## config.mk

```make
export PLATFORM = sky130hd
export DESIGN_NAME = dvid_ref_ctrl
export DESIGN_NICKNAME = d
export VERILOG_FILES = /design/src/rtl/dvid_pkg.sv /design/src/rtl/dvid_sample_timer.sv /design/src/rtl/dvid_code_filter.sv /design/src/rtl/dvid_ref_slewer.sv /design/src/rtl/dvid_ref_ctrl.sv
export SDC_FILE = /design/constraint.sdc
export NUM_CORES = 1
export LEC_CHECK = 0
export BUFFER_PORTS_ARGS = -buffer_cell sky130_fd_sc_hd__buf_2
export CAP_MARGIN = 10
export CORE_MARGIN = 3
export CORE_UTILIZATION = 45
export DETAILED_ROUTE_END_ITERATION = 12
export PLACE_DENSITY_LB_ADDON = 0.3
export SYNTH_ARGS = -nofsm -noshare
export SYNTH_HDL_FRONTEND = slang
export SYNTH_SLANG_ARGS = --single-unit
```

## constraint.sdc

```tcl
create_clock -name clk -period 4.34 [get_ports clk]
set_input_delay 0.434 -clock clk [delete_from_list [all_inputs] [get_ports clk]]
set_output_delay 0.434 -clock clk [all_outputs]
set_load 0.005 [all_outputs]
```

## src/rtl/dvid_pkg.sv

```systemverilog
package dvid_pkg;

   typedef enum logic [1:0] {
      RS_IDLE = 2'd0,
      RS_WAIT = 2'd1,
      RS_RAMP = 2'd2
   } ramp_state_e;

endpackage

```

## src/rtl/dvid_sample_timer.sv

```systemverilog
// Sample grid: one tick per SPACING clocks, realigned by the phase strobe.
module dvid_sample_timer #(
   parameter int SPACING = 2
) (
   input  logic clk,
   input  logic rst_n,
   input  logic phase_stb,
   output logic sample_tick
);
   localparam int SW = (SPACING > 1) ? $clog2(SPACING) : 1;

   logic [SW-1:0] sp_q;

   assign sample_tick = phase_stb | (sp_q == SW'(SPACING - 1));

   always_ff @(posedge clk) begin
      if (!rst_n)           sp_q <= '0;
      else if (sample_tick) sp_q <= '0;
      else                  sp_q <= sp_q + 1'b1;
   end
endmodule

```

## src/rtl/dvid_code_filter.sv

```systemverilog
// Debounce: accept pulses when AGREE consecutive samples match a new code.
module dvid_code_filter #(
   parameter int VID_W        = 6,
   parameter int AGREE        = 3,
   parameter int FILTER_STYLE = 0
) (
   input  logic             clk,
   input  logic             rst_n,
   input  logic             sample_tick,
   input  logic [VID_W-1:0] vid_bus,
   output logic             accept
);
   logic [VID_W-1:0] held_q;
   logic             agreed;

   generate
      if (FILTER_STYLE == 0) begin : g_counter
         localparam int CW = $clog2(AGREE + 1);
         logic [VID_W-1:0] last_q;
         logic [CW-1:0]    run_q;
         logic             same;

         assign same   = (vid_bus == last_q);
         assign agreed = sample_tick && same && (run_q >= CW'(AGREE - 1));

         always_ff @(posedge clk) begin
            if (!rst_n) begin
               last_q <= vid_bus;
               run_q  <= CW'(AGREE);
            end else if (sample_tick) begin
               if (!same) begin
                  last_q <= vid_bus;
                  run_q  <= CW'(1);
               end else if (run_q < CW'(AGREE)) begin
                  run_q <= run_q + 1'b1;
               end
            end
         end
      end else begin : g_history
         localparam int HD = AGREE - 1;
         logic [VID_W-1:0] hist_q [HD];
         logic [HD-1:0]    eq;

         for (genvar i = 0; i < HD; i++) begin : g_cmp
            assign eq[i] = (hist_q[i] == vid_bus);
         end
         assign agreed = sample_tick && (&eq);

         always_ff @(posedge clk) begin
            if (!rst_n) begin
               for (int i = 0; i < HD; i++) hist_q[i] <= vid_bus;
            end else if (sample_tick) begin
               hist_q[0] <= vid_bus;
               for (int i = 1; i < HD; i++) hist_q[i] <= hist_q[i-1];
            end
         end
      end
   endgenerate

   assign accept = agreed && (vid_bus != held_q);

   always_ff @(posedge clk) begin
      if (!rst_n)      held_q <= vid_bus;
      else if (accept) held_q <= vid_bus;
   end
endmodule

```

## src/rtl/dvid_ref_slewer.sv

```systemverilog
// Reference register: jump or ramp toward the accepted target.
module dvid_ref_slewer
   import dvid_pkg::*;
#(
   parameter int CODE_W    = 8,
   parameter int HALF_CLKS = 6
) (
   input  logic              clk,
   input  logic              rst_n,
   input  logic              phase_stb,
   input  logic              accept,
   input  logic              mode_multi,
   input  logic [CODE_W-1:0] target_code,
   output logic [CODE_W-1:0] ref_code,
   output logic              busy
);
   localparam int WW = (HALF_CLKS > 1) ? $clog2(HALF_CLKS) : 1;

   ramp_state_e       st_q, st_n;
   logic [WW-1:0]     wc_q, wc_n;
   logic [CODE_W-1:0] ref_q, ref_n, tgt_q, tgt_n;
   logic              busy_q, step;

   always_comb begin
      st_n  = st_q;
      wc_n  = wc_q;
      ref_n = ref_q;
      step  = 1'b0;
      tgt_n = accept ? target_code : tgt_q;
      if (accept && !mode_multi) begin
         ref_n = target_code;
         st_n  = RS_IDLE;
      end else begin
         unique case (st_q)
            RS_IDLE: begin
               if (accept) begin
                  st_n = RS_WAIT;
                  wc_n = WW'(HALF_CLKS - 1);
               end
            end
            RS_WAIT: begin
               if (wc_q == '0) begin
                  st_n = RS_RAMP;
                  step = 1'b1;
               end else begin
                  wc_n = wc_q - 1'b1;
               end
            end
            RS_RAMP: step = phase_stb;
            default: st_n = RS_IDLE;
         endcase
         if (step && (ref_q != tgt_n)) begin
            ref_n = (tgt_n > ref_q) ? ref_q + 1'b1 : ref_q - 1'b1;
         end
         if (ref_n == tgt_n) st_n = RS_IDLE;
      end
   end

   always_ff @(posedge clk) begin
      if (!rst_n) begin
         st_q   <= RS_IDLE;
         wc_q   <= '0;
         ref_q  <= target_code;
         tgt_q  <= target_code;
         busy_q <= 1'b0;
      end else begin
         st_q   <= st_n;
         wc_q   <= wc_n;
         ref_q  <= ref_n;
         tgt_q  <= tgt_n;
         busy_q <= (ref_n != tgt_n);
      end
   end

   assign ref_code = ref_q;
   assign busy     = busy_q;
endmodule

```

## src/rtl/dvid_ref_ctrl.sv

```systemverilog
module dvid_ref_ctrl #(
   parameter int VID_W        = 6,
   parameter int CODE_W       = 8,
   parameter int SAMPLES      = 6,
   parameter int SPACING      = 2,
   parameter int AGREE        = 3,
   parameter int FILTER_STYLE = 0
) (
   input  logic              clk,
   input  logic              rst_n,
   input  logic              phase_stb,
   input  logic [VID_W-1:0]  vid_bus,
   input  logic              mode_multi,
   input  logic [CODE_W-1:0] target_code,
   output logic [CODE_W-1:0] ref_code,
   output logic              busy
);
   localparam int CYCLE_CLKS = SAMPLES * SPACING;
   localparam int HALF_CLKS  = CYCLE_CLKS / 2;

   if (AGREE < 2) begin : g_bad_agree
      $fatal(1, "AGREE must be at least 2");
   end
   if (CYCLE_CLKS < 2) begin : g_bad_cycle
      $fatal(1, "SAMPLES*SPACING must be at least 2");
   end
   if (CODE_W < 2 || VID_W < 1) begin : g_bad_width
      $fatal(1, "code and VID widths too small");
   end
   if (FILTER_STYLE != 0 && FILTER_STYLE != 1) begin : g_bad_style
      $fatal(1, "FILTER_STYLE must be 0 or 1");
   end

   logic sample_tick;
   logic accept;

   dvid_sample_timer #(.SPACING(SPACING)) i_timer (
      .clk         (clk),
      .rst_n       (rst_n),
      .phase_stb   (phase_stb),
      .sample_tick (sample_tick)
   );

   dvid_code_filter #(
      .VID_W        (VID_W),
      .AGREE        (AGREE),
      .FILTER_STYLE (FILTER_STYLE)
   ) i_filter (
      .clk         (clk),
      .rst_n       (rst_n),
      .sample_tick (sample_tick),
      .vid_bus     (vid_bus),
      .accept      (accept)
   );

   dvid_ref_slewer #(
      .CODE_W    (CODE_W),
      .HALF_CLKS (HALF_CLKS)
   ) i_slewer (
      .clk         (clk),
      .rst_n       (rst_n),
      .phase_stb   (phase_stb),
      .accept      (accept),
      .mode_multi  (mode_multi),
      .target_code (target_code),
      .ref_code    (ref_code),
      .busy        (busy)
   );
endmodule

```

==> impl_metrics.ini <==
[route]
drcViolationCount = 0
drtPass1Iterations = 4
drt_iter0_markers = 154
wl_per_cell_um = 15.24
num_vias = 2123
wl_um = 6172
ant_nets = 0
vias_per_cell = 5.242

[power]
switchingPower_mw = 0.5829
pwr-share-comb = 0.546
ir_drop_uv = 256.6
power.internal_mw = 0.9706
p_clk_frac = 0.161
leakage_nw = 1.444
finalPower_mw = 1.553
p_seq_frac = 0.294
sw_frac_of_total = 0.3752
p_per_area_nw_per_um2 = 455.6

[sta]
hold_viol = 0
relSlewSlack = 0.3272
max_freq_ghz = 0.2121
grt_setup_unrepaired = yes
finalWorstSetupSlack_ns = -0.3754
finalCritPeriodShare = 1.087
setup_violations = 4
clock_skew_ns = 0.007205
setup_tns_ns = -1.207
slew_viol_final = 0
final.min_clock_period_ns = 4.715
tightestPinTransition_ns = 0.9986

[critical_path]
crit_chain = xor2_2, nor4_4, o211ai_4, nor2_4, mux2i_2, inv_2, ha_4, a21o_1, a21o_1, a21oi_2, o21ai_2, nand2_4, ha_4, nor2b_4, o21a_1, or3_1, a31oi_2, or3_1, nand4b_1, nand4b_1, nor3_4, nor3_1
cpLargestDelayFamily = simple AND/OR/NAND/NOR gates
critPathCaptureType = register
crit_type = reg -> reg
critPathMaxStageDelay_ns = 0.43
cp_slowest_cell = edfxtp_1
startpoint_type = register
crit_arrival_ns = 4.86
crit_path_max_fanout = 4
worst-path-buf-inv = 1
critPathRequiredTime_ns = 4.49

[layout]
drive_above_1_share = 0.4299
finalNetCount = 376
antennaDiodeCount = 0
stdcell_count = 405
synthToLayoutAreaGrowth_pct = 40.39
stdcell_area_sq_um = 3410

[logic_synthesis]
synth_nets = 294
ys_seq_elements = 37
ys_warn_count = 0
synth-main-ff-cell = dfxtp_1
synth_edf_count = 12
synthCells = 252
yosysSeqAreaShare = 0.3545
synth.distinct_cells = 52
syn_avg_cell_area_sq_um = 9.637
netlist_area_sq_um = 2429
async_reset_ff_frac = 0

[floorplanning]
dieWidth_um = 79.47
die_h_um = 79.47
fp.dieArea_sq_um = 6315
initial_core_util = 0.4695
io_pins = 27
core-area_sq_um = 5172
rows = 26

[place]
placed_area_sq_um = 2953
gp_congestion = 0.8164
placed_cells = 381
portBuffers = 26
hpwl_um = 3958

[clocking]
cts.path.max_buffers = 2
htreeDepth = 2
cts_tree = done
cts_root_buf = clkbuf_8
path_clk_slew_ns = 0.07
cts.sinks = 37
insertion_delay_ns = 0.29
cts_buffers = 5
ctsHoldBuffers = 0

[global_routing]
antenna_found_initial = 0
grt_overflow_total = 0
grt_pass1_vias = 2171
grt_start_max_net_pins = 25
grt_pass1_wl_um = 9998
grt_use_total = 0.2025

[status]
violations = setup timing
status = finished, violations left

[worst_hold_path]
worstHoldPathType = in -> reg

[job]
maxCapViolations = 0
per-layer routing:
layer,GRT usage,part of all wire,up-vias
met5,0,0,-
met4,0.07388,0.017,0
met3,0.03725,0.029,14
met2,0.3447,0.50,40
met1,0.2540,0.46,1014
li1,-,-,1055
final timing paths:
path	startpoint	cells after the start	slack, ns	to
worst max-delay path	i_filter.g_counter.last_q[4]$_DFFE_PP_	22	-0.38	i_slewer.st_q[0]$_SDFFE_PP0P_
worst min-delay path	target_code[4]	3	0.38	i_slewer.ref_code[4]$_DFF_P_
worst max register to register	i_filter.g_counter.last_q[4]$_DFFE_PP_	22	-0.38	i_slewer.st_q[0]$_SDFFE_PP0P_
worst min register to register	i_slewer.wc_q[0]$_SDFFE_PN0P_	1	0.53	i_slewer.wc_q[0]$_SDFFE_PN0P_
state kept, by name, indices dropped and copies added, names as in the netlist:
name / flops
i_filter.g_counter.last_q: 6
i_filter.g_counter.run_q: 2
i_filter.held_q: 6
i_slewer.busy: 1
i_slewer.ref_code: 8
i_slewer.st_q: 2
i_slewer.tgt_q: 8
i_slewer.wc_q: 3
i_timer.sp_q: 1
cell usage after synthesis (3+ instances only):
library cell / n / share of area
mux2i_1: 8 / 0.033
nand4_1: 3 / 0.0077
nand3_1: 8 / 0.016
dfxtp_1: 25 / 0.21
ha_1: 23 / 0.12
nor2_1: 15 / 0.023
a31oi_1: 5 / 0.013
inv_1: 20 / 0.031
and2_1: 4 / 0.010
mux2_2: 5 / 0.023
o21ai_0: 17 / 0.035
nand2_1: 18 / 0.028
xor2_1: 10 / 0.036
nor2b_1: 3 / 0.0077
xnor2_1: 10 / 0.036
a21oi_1: 18 / 0.037
a21o_1: 3 / 0.0093
nor3_1: 4 / 0.0082
edfxtp_1: 12 / 0.15
power groups by stage:
stage	sequential [mW]	combinational, mW	clock, mW
finish	0.456	0.848	0.249
floorplan	0.449	0.463	0
CTS	0.451	0.760	0.257
global route	0.464	0.935	0.267
detailed placement	0.456	0.656	0
global placement	0.454	0.645	0
cells in the final DEF (no fill, tap or decap), types with 3 or more instances in the layout:
cell type / instances
xor2_1: 7
buf_4: 50
o21ai_2: 3
mux2i_1: 3
nor3_1: 4
o21ai_1: 6
o21ai_0: 12
xor2_2: 3
a31oi_1: 3
nand2_1: 16
a21o_1: 3
buf_2: 26
buf_6: 3
inv_2: 3
dfxtp_1: 25
nand4_1: 3
mux2_2: 4
ha_4: 11
nand3_1: 7
mux2i_2: 3
ha_1: 11
a21oi_1: 16
inv_1: 17
edfxtp_1: 12
nor2_1: 15
xnor2_1: 9
and2_1: 3
clkbuf_8: 6
stage by stage:
| stage | setup WS (ns) | utilization | hold slack, ns |
|---|---|---|---|
| 6_report | -0.3754 | 0.6592 | 0.3804 |
| 5_1_grt | -0.5767 | 0.6592 | 0.3932 |
| 4_1_cts | -0.2445 | 0.6343 | 0.3708 |
| 3_5_place_dp | -0.6862 | 0.5709 | 0.5125 |
| 2_1_floorplan | -0.06115 | - | 0.4837 |
| 3_3_place_gp | -0.6345 | 0.5709 | 0.5059 |
worst reg2reg max path: stages (launching register included):
cell      delay [ns]
edfxtp_1        0.43
xor2_2          0.18
nor4_4          0.36
o211ai_4        0.14
nor2_4          0.20
mux2i_2         0.28
inv_2           0.07
ha_4            0.24
a21o_1          0.17
a21o_1          0.16
a21oi_2         0.19
o21ai_2         0.11
nand2_4         0.14
ha_4            0.22
nor2b_4         0.12
o21a_1          0.21
or3_1           0.34
a31oi_2         0.21
or3_1           0.14
nand4b_1        0.10
nand4b_1        0.27
nor3_4          0.21
nor3_1          0.06
cell type report:
cell class,count,area [sq um]
clock buffers,8,90.09
repair buffers,79,539.3
well taps,70,87.58
fillers,387,1763
flip-flops and latches,37,860.8
multi-input cells,190,1750
inverters,21,81.33
kinds of logic (layout without fill, tap and decap cells):
family	Yosys count	count (layout)	share of synthesized area
flip-flops	37	37	0.3545
AO/OA/AOI/OAI	58	58	0.1551
AND/OR/NAND/NOR	73	73	0.1726
buffers and inverters	25	108	0.04224
XOR/XNOR	22	22	0.09273
multiplexers	13	13	0.05616
adder cells (fa/ha/maj)	24	24	0.1267
repair_timing:
item,CTS,global route
pin swaps,13,28
gates resized for setup,19,25
endpoints found under the hold margin,0,0
setup endpoints to repair,5,6
setup buffers,17,5
No activity file was read; power rests on OpenSTA's default activity.
